## config.mk

```make
export PLATFORM = sky130hd
export DESIGN_NAME = spi_bus_monitor
export DESIGN_NICKNAME = d
export VERILOG_FILES = /design/src/rtl/spi_mon_pkg.sv /design/src/rtl/spi_mon_sync.sv /design/src/rtl/spi_mon_edge.sv /design/src/rtl/spi_mon_shift.sv /design/src/rtl/spi_bus_monitor.sv
export SDC_FILE = /design/constraint.sdc
export NUM_CORES = 1
export LEC_CHECK = 0
export ABC_AREA = 1
export BUFFER_PORTS_ARGS = -buffer_cell sky130_fd_sc_hd__buf_2
export CAP_MARGIN = 10
export CORE_MARGIN = 2
export CORE_UTILIZATION = 40
export CTS_CLUSTER_DIAMETER = 80
export CTS_CLUSTER_SIZE = 16
export DETAILED_ROUTE_END_ITERATION = 7
export GPL_ROUTABILITY_DRIVEN = 0
export PLACE_DENSITY_LB_ADDON = 0.05
export SLEW_MARGIN = 5
export SYNTH_ARGS = -nofsm -noshare
export SYNTH_HDL_FRONTEND = slang
export SYNTH_SLANG_ARGS = --single-unit
```

## constraint.sdc

```tcl
create_clock -name clk -period 4.9 [get_ports clk]
set_input_delay 0.49 -clock clk [delete_from_list [all_inputs] [get_ports clk]]
set_output_delay 0.49 -clock clk [all_outputs]
set_load 0.1 [all_outputs]
```

## src/rtl/spi_mon_pkg.sv

```systemverilog
package spi_mon_pkg;

    typedef enum logic [1:0] {
        ST_INIT,
        ST_IDLE,
        ST_COLLECT
    } mon_state_e;

    localparam logic [1:0] CSL_LOW     = 2'b00;
    localparam logic [1:0] CSL_HIGH    = 2'b01;
    localparam logic [1:0] CSL_UNKNOWN = 2'b10;
    localparam logic [1:0] CSL_ABSENT  = 2'b11;

endpackage

```

## src/rtl/spi_mon_sync.sv

```systemverilog
module spi_mon_sync #(
    parameter int WIDTH  = 4,
    parameter int STAGES = 2
) (
    input  logic             clk,
    input  logic             rst_n,
    input  logic [WIDTH-1:0] d,
    output logic [WIDTH-1:0] q
);

    logic [STAGES-1:0][WIDTH-1:0] chain_q;

    always_ff @(posedge clk or negedge rst_n) begin
        if (!rst_n) begin
            chain_q <= '0;
        end else begin
            chain_q[0] <= d;
            for (int s = 1; s < STAGES; s++) begin
                chain_q[s] <= chain_q[s-1];
            end
        end
    end

    assign q = chain_q[STAGES-1];

endmodule

```

## src/rtl/spi_mon_edge.sv

```systemverilog
module spi_mon_edge (
    input  logic clk,
    input  logic rst_n,
    input  logic sclk_s,
    input  logic cpol,
    input  logic cpha,
    output logic sample_edge
);

    logic sclk_q;
    logic sample_level;

    always_ff @(posedge clk or negedge rst_n) begin
        if (!rst_n) begin
            sclk_q <= 1'b0;
        end else begin
            sclk_q <= sclk_s;
        end
    end

    // Modes 0 and 3 take data when the clock becomes 1, modes 1 and 2 when it becomes 0.
    assign sample_level = ~(cpol ^ cpha);
    assign sample_edge  = (sclk_s != sclk_q) && (sclk_s == sample_level);

endmodule

```

## src/rtl/spi_mon_shift.sv

```systemverilog
module spi_mon_shift #(
    parameter int MAX_WORD = 16,
    localparam int IDX_W   = (MAX_WORD > 1) ? $clog2(MAX_WORD) : 1
) (
    input  logic                clk,
    input  logic                rst_n,
    input  logic                enable,
    input  logic                load,
    input  logic                restart,
    input  logic                flush,
    input  logic                din,
    input  logic [IDX_W-1:0]    pos,
    output logic [MAX_WORD-1:0] merged
);

    logic [MAX_WORD-1:0] data_q;

    always_comb begin
        merged = (restart || !enable) ? '0 : data_q;
        if (enable) begin
            merged[pos] = din;
        end
    end

    always_ff @(posedge clk or negedge rst_n) begin
        if (!rst_n) begin
            data_q <= '0;
        end else if (load) begin
            data_q <= flush ? '0 : merged;
        end else if (flush) begin
            data_q <= '0;
        end
    end

endmodule

```

## src/rtl/spi_bus_monitor.sv

```systemverilog
module spi_bus_monitor
    import spi_mon_pkg::*;
#(
    parameter int MAX_WORD    = 16,
    parameter int DUR_W       = 16,
    parameter int SYNC_STAGES = 2,
    localparam int CNT_W      = $clog2(MAX_WORD + 1),
    localparam int IDX_W      = (MAX_WORD > 1) ? $clog2(MAX_WORD) : 1
) (
    input  logic                clk,
    input  logic                rst_n,
    input  logic                cfg_cpol,
    input  logic                cfg_cpha,
    input  logic                cfg_lsb_first,
    input  logic [CNT_W-1:0]    cfg_word_len,
    input  logic                cfg_mosi_en,
    input  logic                cfg_miso_en,
    input  logic                cfg_cs_active_high,
    input  logic                cfg_cs_present,
    input  logic                spi_sclk,
    input  logic                spi_mosi,
    input  logic                spi_miso,
    input  logic                spi_cs,
    output logic                word_valid,
    output logic [MAX_WORD-1:0] word_mosi,
    output logic                word_mosi_ok,
    output logic [MAX_WORD-1:0] word_miso,
    output logic                word_miso_ok,
    output logic                word_cs_warn,
    output logic [DUR_W-1:0]    word_duration,
    output logic                cs_event,
    output logic [1:0]          cs_old,
    output logic [1:0]          cs_new
);

    localparam int             LANES     = 2;
    localparam int             INIT_WAIT = SYNC_STAGES + 2;
    localparam int             INIT_W    = $clog2(INIT_WAIT + 1);
    localparam logic [DUR_W-1:0] DUR_MAX = {DUR_W{1'b1}};

    // ---------------- synchronizers and edge finder ----------------
    logic [3:0] pins_s;
    logic       sclk_s, mosi_s, miso_s, cs_s;
    logic       sample_edge;

    spi_mon_sync #(.WIDTH(4), .STAGES(SYNC_STAGES)) u_sync (
        .clk   (clk),
        .rst_n (rst_n),
        .d     ({spi_cs, spi_miso, spi_mosi, spi_sclk}),
        .q     (pins_s)
    );

    assign sclk_s = pins_s[0];
    assign mosi_s = pins_s[1];
    assign miso_s = pins_s[2];
    assign cs_s   = pins_s[3];

    spi_mon_edge u_edge (
        .clk         (clk),
        .rst_n       (rst_n),
        .sclk_s      (sclk_s),
        .cpol        (cfg_cpol),
        .cpha        (cfg_cpha),
        .sample_edge (sample_edge)
    );

    // ---------------- control state ----------------
    mon_state_e        state_q, state_d;
    logic [INIT_W-1:0] init_cnt_q;
    logic              cs_prev_q;
    logic [CNT_W-1:0]  bit_cnt_q;
    logic [DUR_W-1:0]  dur_q;

    logic [CNT_W-1:0]  len_eff;
    logic              running;
    logic              init_done;
    logic              cs_changed;
    logic              take_bit;
    logic [CNT_W-1:0]  bit_idx;
    logic              first_bit;
    logic              last_bit;
    logic              cs_inactive;
    logic [IDX_W-1:0]  bit_pos;
    logic [DUR_W-1:0]  dur_inc;
    logic [DUR_W-1:0]  dur_word;

    always_comb begin
        if (cfg_word_len == '0) begin
            len_eff = CNT_W'(1);
        end else if (cfg_word_len > CNT_W'(MAX_WORD)) begin
            len_eff = CNT_W'(MAX_WORD);
        end else begin
            len_eff = cfg_word_len;
        end
    end

    assign running     = (state_q != ST_INIT);
    assign init_done   = (state_q == ST_INIT) && (init_cnt_q == INIT_W'(INIT_WAIT));
    assign cs_changed  = running && cfg_cs_present && (cs_s != cs_prev_q);
    assign take_bit    = running && sample_edge;
    assign bit_idx     = cs_changed ? '0 : bit_cnt_q;
    assign first_bit   = (bit_idx == '0);
    assign last_bit    = take_bit && (bit_idx == (len_eff - CNT_W'(1)));
    assign cs_inactive = cfg_cs_present && (cfg_cs_active_high ? ~cs_s : cs_s);
    assign bit_pos     = cfg_lsb_first ? IDX_W'(bit_idx)
                                       : IDX_W'(len_eff - CNT_W'(1) - bit_idx);
    assign dur_inc     = (dur_q == DUR_MAX) ? dur_q : dur_q + DUR_W'(1);
    assign dur_word    = first_bit ? DUR_W'(1) : dur_inc;

    // ---------------- data lanes ----------------
    logic                lane_din [LANES];
    logic                lane_en  [LANES];
    logic [MAX_WORD-1:0] lane_word[LANES];

    assign lane_din[0] = mosi_s;
    assign lane_din[1] = miso_s;
    assign lane_en[0]  = cfg_mosi_en;
    assign lane_en[1]  = cfg_miso_en;

    generate
        for (genvar g = 0; g < LANES; g++) begin : g_lane
            spi_mon_shift #(.MAX_WORD(MAX_WORD)) u_shift (
                .clk     (clk),
                .rst_n   (rst_n),
                .enable  (lane_en[g]),
                .load    (take_bit),
                .restart (first_bit),
                .flush   (last_bit || (cs_changed && !take_bit)),
                .din     (lane_din[g]),
                .pos     (bit_pos),
                .merged  (lane_word[g])
            );
        end
    endgenerate

    // ---------------- next-state logic ----------------
    always_comb begin
        state_d = state_q;
        unique case (state_q)
            ST_INIT: begin
                if (init_done) begin
                    state_d = ST_IDLE;
                end
            end
            ST_IDLE: begin
                if (take_bit && !last_bit) begin
                    state_d = ST_COLLECT;
                end
            end
            ST_COLLECT: begin
                if (last_bit) begin
                    state_d = ST_IDLE;
                end else if (cs_changed && !take_bit) begin
                    state_d = ST_IDLE;
                end
            end
            default: state_d = ST_INIT;
        endcase
    end

    // ---------------- state register ----------------
    always_ff @(posedge clk or negedge rst_n) begin
        if (!rst_n) begin
            state_q    <= ST_INIT;
            init_cnt_q <= '0;
            cs_prev_q  <= 1'b0;
            bit_cnt_q  <= '0;
            dur_q      <= '0;
        end else begin
            state_q   <= state_d;
            cs_prev_q <= cs_s;
            if (state_q == ST_INIT && !init_done) begin
                init_cnt_q <= init_cnt_q + INIT_W'(1);
            end
            if (take_bit) begin
                bit_cnt_q <= last_bit ? '0 : bit_idx + CNT_W'(1);
            end else if (cs_changed) begin
                bit_cnt_q <= '0;
            end
            if (take_bit && first_bit) begin
                dur_q <= DUR_W'(1);
            end else if (cs_changed) begin
                dur_q <= '0;
            end else if (state_q == ST_COLLECT) begin
                dur_q <= dur_inc;
            end
        end
    end

    // ---------------- output register ----------------
    always_ff @(posedge clk or negedge rst_n) begin
        if (!rst_n) begin
            word_valid    <= 1'b0;
            word_mosi     <= '0;
            word_mosi_ok  <= 1'b0;
            word_miso     <= '0;
            word_miso_ok  <= 1'b0;
            word_cs_warn  <= 1'b0;
            word_duration <= '0;
            cs_event      <= 1'b0;
            cs_old        <= CSL_UNKNOWN;
            cs_new        <= CSL_UNKNOWN;
        end else begin
            word_valid <= last_bit;
            cs_event   <= 1'b0;
            if (last_bit) begin
                word_mosi     <= lane_word[0];
                word_mosi_ok  <= cfg_mosi_en;
                word_miso     <= lane_word[1];
                word_miso_ok  <= cfg_miso_en;
                word_cs_warn  <= cs_inactive;
                word_duration <= dur_word;
            end
            if (init_done) begin
                cs_event <= 1'b1;
                cs_old   <= CSL_UNKNOWN;
                cs_new   <= cfg_cs_present ? {1'b0, cs_s} : CSL_ABSENT;
            end else if (cs_changed) begin
                cs_event <= 1'b1;
                cs_old   <= {1'b0, cs_prev_q};
                cs_new   <= {1'b0, cs_s};
            end
        end
    end

endmodule

```

==> results.json <==
{
  "drive_above_1_share_pct": 16.7,
  "cts_hold_buf": 0,
  "vias": 5662,
  "routed_via_density": 5.11,
  "rr_endpoint": "word_miso[9]$_DFFE_PN0N_",
  "synth.cell_area_mm2": 0.00656,
  "critPathMaxFanout": 25,
  "drv_slew": 0,
  "synth.distinct_cells": 39,
  "fin_crit_sh_pct": 67.3,
  "coreArea_mm2": 0.0159,
  "wire_per_inst_um": 15.8,
  "synth_seq_cells": 125,
  "hold_viol_final": 0,
  "crit_arrival_ps": 3600,
  "fin_setup_tns_ps": 0,
  "worst_path_most_repeated_cell": "nand2_1",
  "fin_skew_ps": 6.64,
  "p_sw_share_pct": 41.0,
  "dp_hpwl_um": 11400,
  "rr_startpoint": "u_sync.q[3]$_DFF_PN0_",
  "seq_power_share_pct": 31.0,
  "track_usage_pct": 21.3,
  "status": "finished clean",
  "post-route-drc-count": 0,
  "dr.pass1.iters": 7,
  "diodes": 0,
  "cts_tree": "done",
  "die_h_um": 132,
  "drtAntennaViolNets": 0,
  "clock_path_buffers": 2,
  "rows": 46,
  "antenna_found_initial": 0,
  "p_clk_share_pct": 36.2,
  "synth_warnings": 0,
  "setup_ws_ps": 1600,
  "post_cts_resized": 0,
  "pre_cts_slack_ps": 1480,
  "p_leak_nw": 4.02,
  "cellPowerDensity_mw_per_mm2": 506,
  "ios": 75,
  "tightest_slew_ps": 1160,
  "syn_nets": 853,
  "area.growth.synth_to_final_pct": 16.7,
  "die-area_mm2": 0.0174,
  "end_kind": "flop",
  "cp_data_required_time_ps": 5210,
  "rsz0062_at_grt": "false",
  "numCtsBuffers": 17,
  "yosysSeqAreaShare_pct": 47.7,
  "cp_slowest_cell": "dfrtp_1",
  "synthCells": 825,
  "crit_chain": "inv_2, nand2_1, nand2_1, nand2_8, nand2_2, inv_1, ha_1, fa_1, xnor2_1, nand2_1, o21ai_2, buf_4, inv_2, nand4_1, nand2_1, nand2_1, nand3_1, nand2_1",
  "drt_wl_total_um": 17500,
  "first_global_vias": 5696,
  "rrSetupSlack_ps": 1600,
  "setup_viol": 0,
  "start_kind": "flop",
  "p_int_mw": 2.29,
  "ir_drop_uv": 439,
  "final.min_clock_period_ps": 3300,
  "drtIter0Drc": 411,
  "cts_root_buf": "clkbuf_16",
  "critPathMaxStageDelay_ps": 420,
  "clock-sinks": 125,
  "avgSynthCellArea_um2": 7.95,
  "start_util_pct": 41.1,
  "startpoint": "u_sync.q[3]$_DFF_PN0_",
  "timing.fmax_mhz": 303,
  "reg2reg_depth": 18,
  "die_w_um": 132,
  "relSlewSlack_pct": 22.3,
  "clk_pin_slew_ps": 60,
  "grt_max_degree": 79,
  "htreeDepth": 4,
  "hp-class": "input port to asynchronous set/reset pin",
  "gr-total-overflow": 0,
  "grt_pass1_wl_um": 29600,
  "layout.nets": 907,
  "portBuffers": 74,
  "clkLatencyLatePin_ps": 420,
  "p_switching_mw": 1.59,
  "drv_cap": 0,
  "cts_setup_buffers": 0,
  "worstSetupPathType": "flop to flop",
  "p_comb_share_pct": 32.9
}
## state kept, by name, summed over array words and instances (netlist names), 3 cells and up
| signal | cells |
|---|---|
| g_lane.u_shift.data_q | 32 |
| word_mosi | 16 |
| init_cnt_q | 3 |
| u_sync.q | 4 |
| word_duration | 16 |
| u_sync.chain_q | 4 |
| word_miso | 16 |
| bit_cnt_q | 5 |
| dur_q | 16 |
## cell usage after synthesis
master | number | share of area, %
nand2_1 | 270 | 15
dfrtp_1 | 123 | 47
nand3_1 | 88 | 6.7
inv_1 | 80 | 4.6
nor2_1 | 54 | 3.1
nand4_1 | 40 | 3.8
buf_2 | 23 | 1.8
o21ai_0 | 22 | 1.7
clkbuf_1 | 13 | 0.74
o22ai_1 | 13 | 1.2
o21ai_1 | 11 | 0.84
nand4_2 | 10 | 1.9
xor2_1 | 10 | 1.3
ha_1 | 9 | 1.7
inv_2 | 6 | 0.34
nand2_2 | 6 | 0.57
buf_4 | 5 | 0.57
xnor2_1 | 5 | 0.67
a21oi_1 | 4 | 0.31
nand2_4 | 4 | 0.69
nor3_1 | 4 | 0.31
nand3_2 | 3 | 0.46
o31ai_1 | 3 | 0.34
dfstp_2 | 2 | 0.80
o211ai_1 | 2 | 0.23
o21ai_2 | 2 | 0.27
a2111oi_4 | 1 | 0.42
a32o_1 | 1 | 0.15
and2_1 | 1 | 0.095
and3_1 | 1 | 0.095
buf_6 | 1 | 0.17
buf_8 | 1 | 0.23
fa_1 | 1 | 0.31
nand2_8 | 1 | 0.31
nor2_2 | 1 | 0.095
nor2_4 | 1 | 0.17
nor2_8 | 1 | 0.31
nor3_2 | 1 | 0.15
o22a_1 | 1 | 0.13
## per-stage QoR
stage,util (%),instances,power [mW],hold slack [ps],cell area [um2]
after floorplan,-,825,2.23,194,6560
after global routing,48.0,1108,4.07,144,7650
after global placement,43.9,1076,2.49,335,7000
final,48.0,1108,3.88,167,7650
after CTS,48.0,1108,3.91,156,7650
after detailed placement,43.9,1076,2.49,335,7000
## per-layer routing
metal	vias to the layer above	wire (um)	track usage [%]
li1	2792	-	-
met1	2706	8080	27.8
met2	134	8320	35.3
met3	30	720	4.50
met4	0	344	7.43
met5	-	0	0
## cells in the final DEF (no fill, tap or decap), drive strengths merged, types with 9 or more instances in the layout
cell and instances:
o21ai 35, nand2 281, xor2 10, nand4 50, inv 89, buf 78, ha 9, nor2 57
o22ai 13, clkbuf 18, nand3 91, dfrtp 123
## final cells by class
class	count	area (um2)
multi-input cells	571	2880
clock buffers	18	439
fillers	1601	8290
well taps	216	270
repair buffers	78	403
inverters	86	323
clock inverters	14	213
flip-flops and latches	125	3130
## worst max-delay path: cells and delay by family (launching register included)
kind	cells	cell delay [ps]
adder cells (fa/ha/maj)	2	630
XOR/XNOR	1	140
buffers and inverters	4	790
flip-flops	1	420
AO/OA/AOI/OAI	1	50
AND/OR/NAND/NOR	10	1120
## kinds of logic after synthesis
family	Yosys count	synth area share, %
XOR/XNOR	15	2.00
buffers and inverters	129	8.40
AND/OR/NAND/NOR	486	34.2
flip-flops	125	47.7
AO/OA/AOI/OAI	60	5.61
adder cells (fa/ha/maj)	10	2.02
## power by group through the flow
stage	registers (mW)	clock network (mW)	logic, mW
final	1.20	1.40	1.27
after global routing	1.21	1.48	1.38
after CTS	1.20	1.43	1.28
after detailed placement	1.22	0	1.28
after global placement	1.22	0	1.27
after floorplan	1.58	0	0.652
## how the worst max path moves through the flow
stage / endpoint / depth (start not counted)
6_report: word_miso[9]$_DFFE_PN0N_ / 18
5_1_grt: word_miso[9]$_DFFE_PN0N_ / 15
4_1_cts: word_mosi[11]$_DFFE_PN0N_ / 18
3_5_place_dp: word_miso[9]$_DFFE_PN0N_ / 19
3_3_place_gp: word_mosi[11]$_DFFE_PN0N_ / 19
2_1_floorplan: word_mosi[10]$_DFFE_PN0N_ / 21
Note: power is estimated with default switching activity, not from simulation.
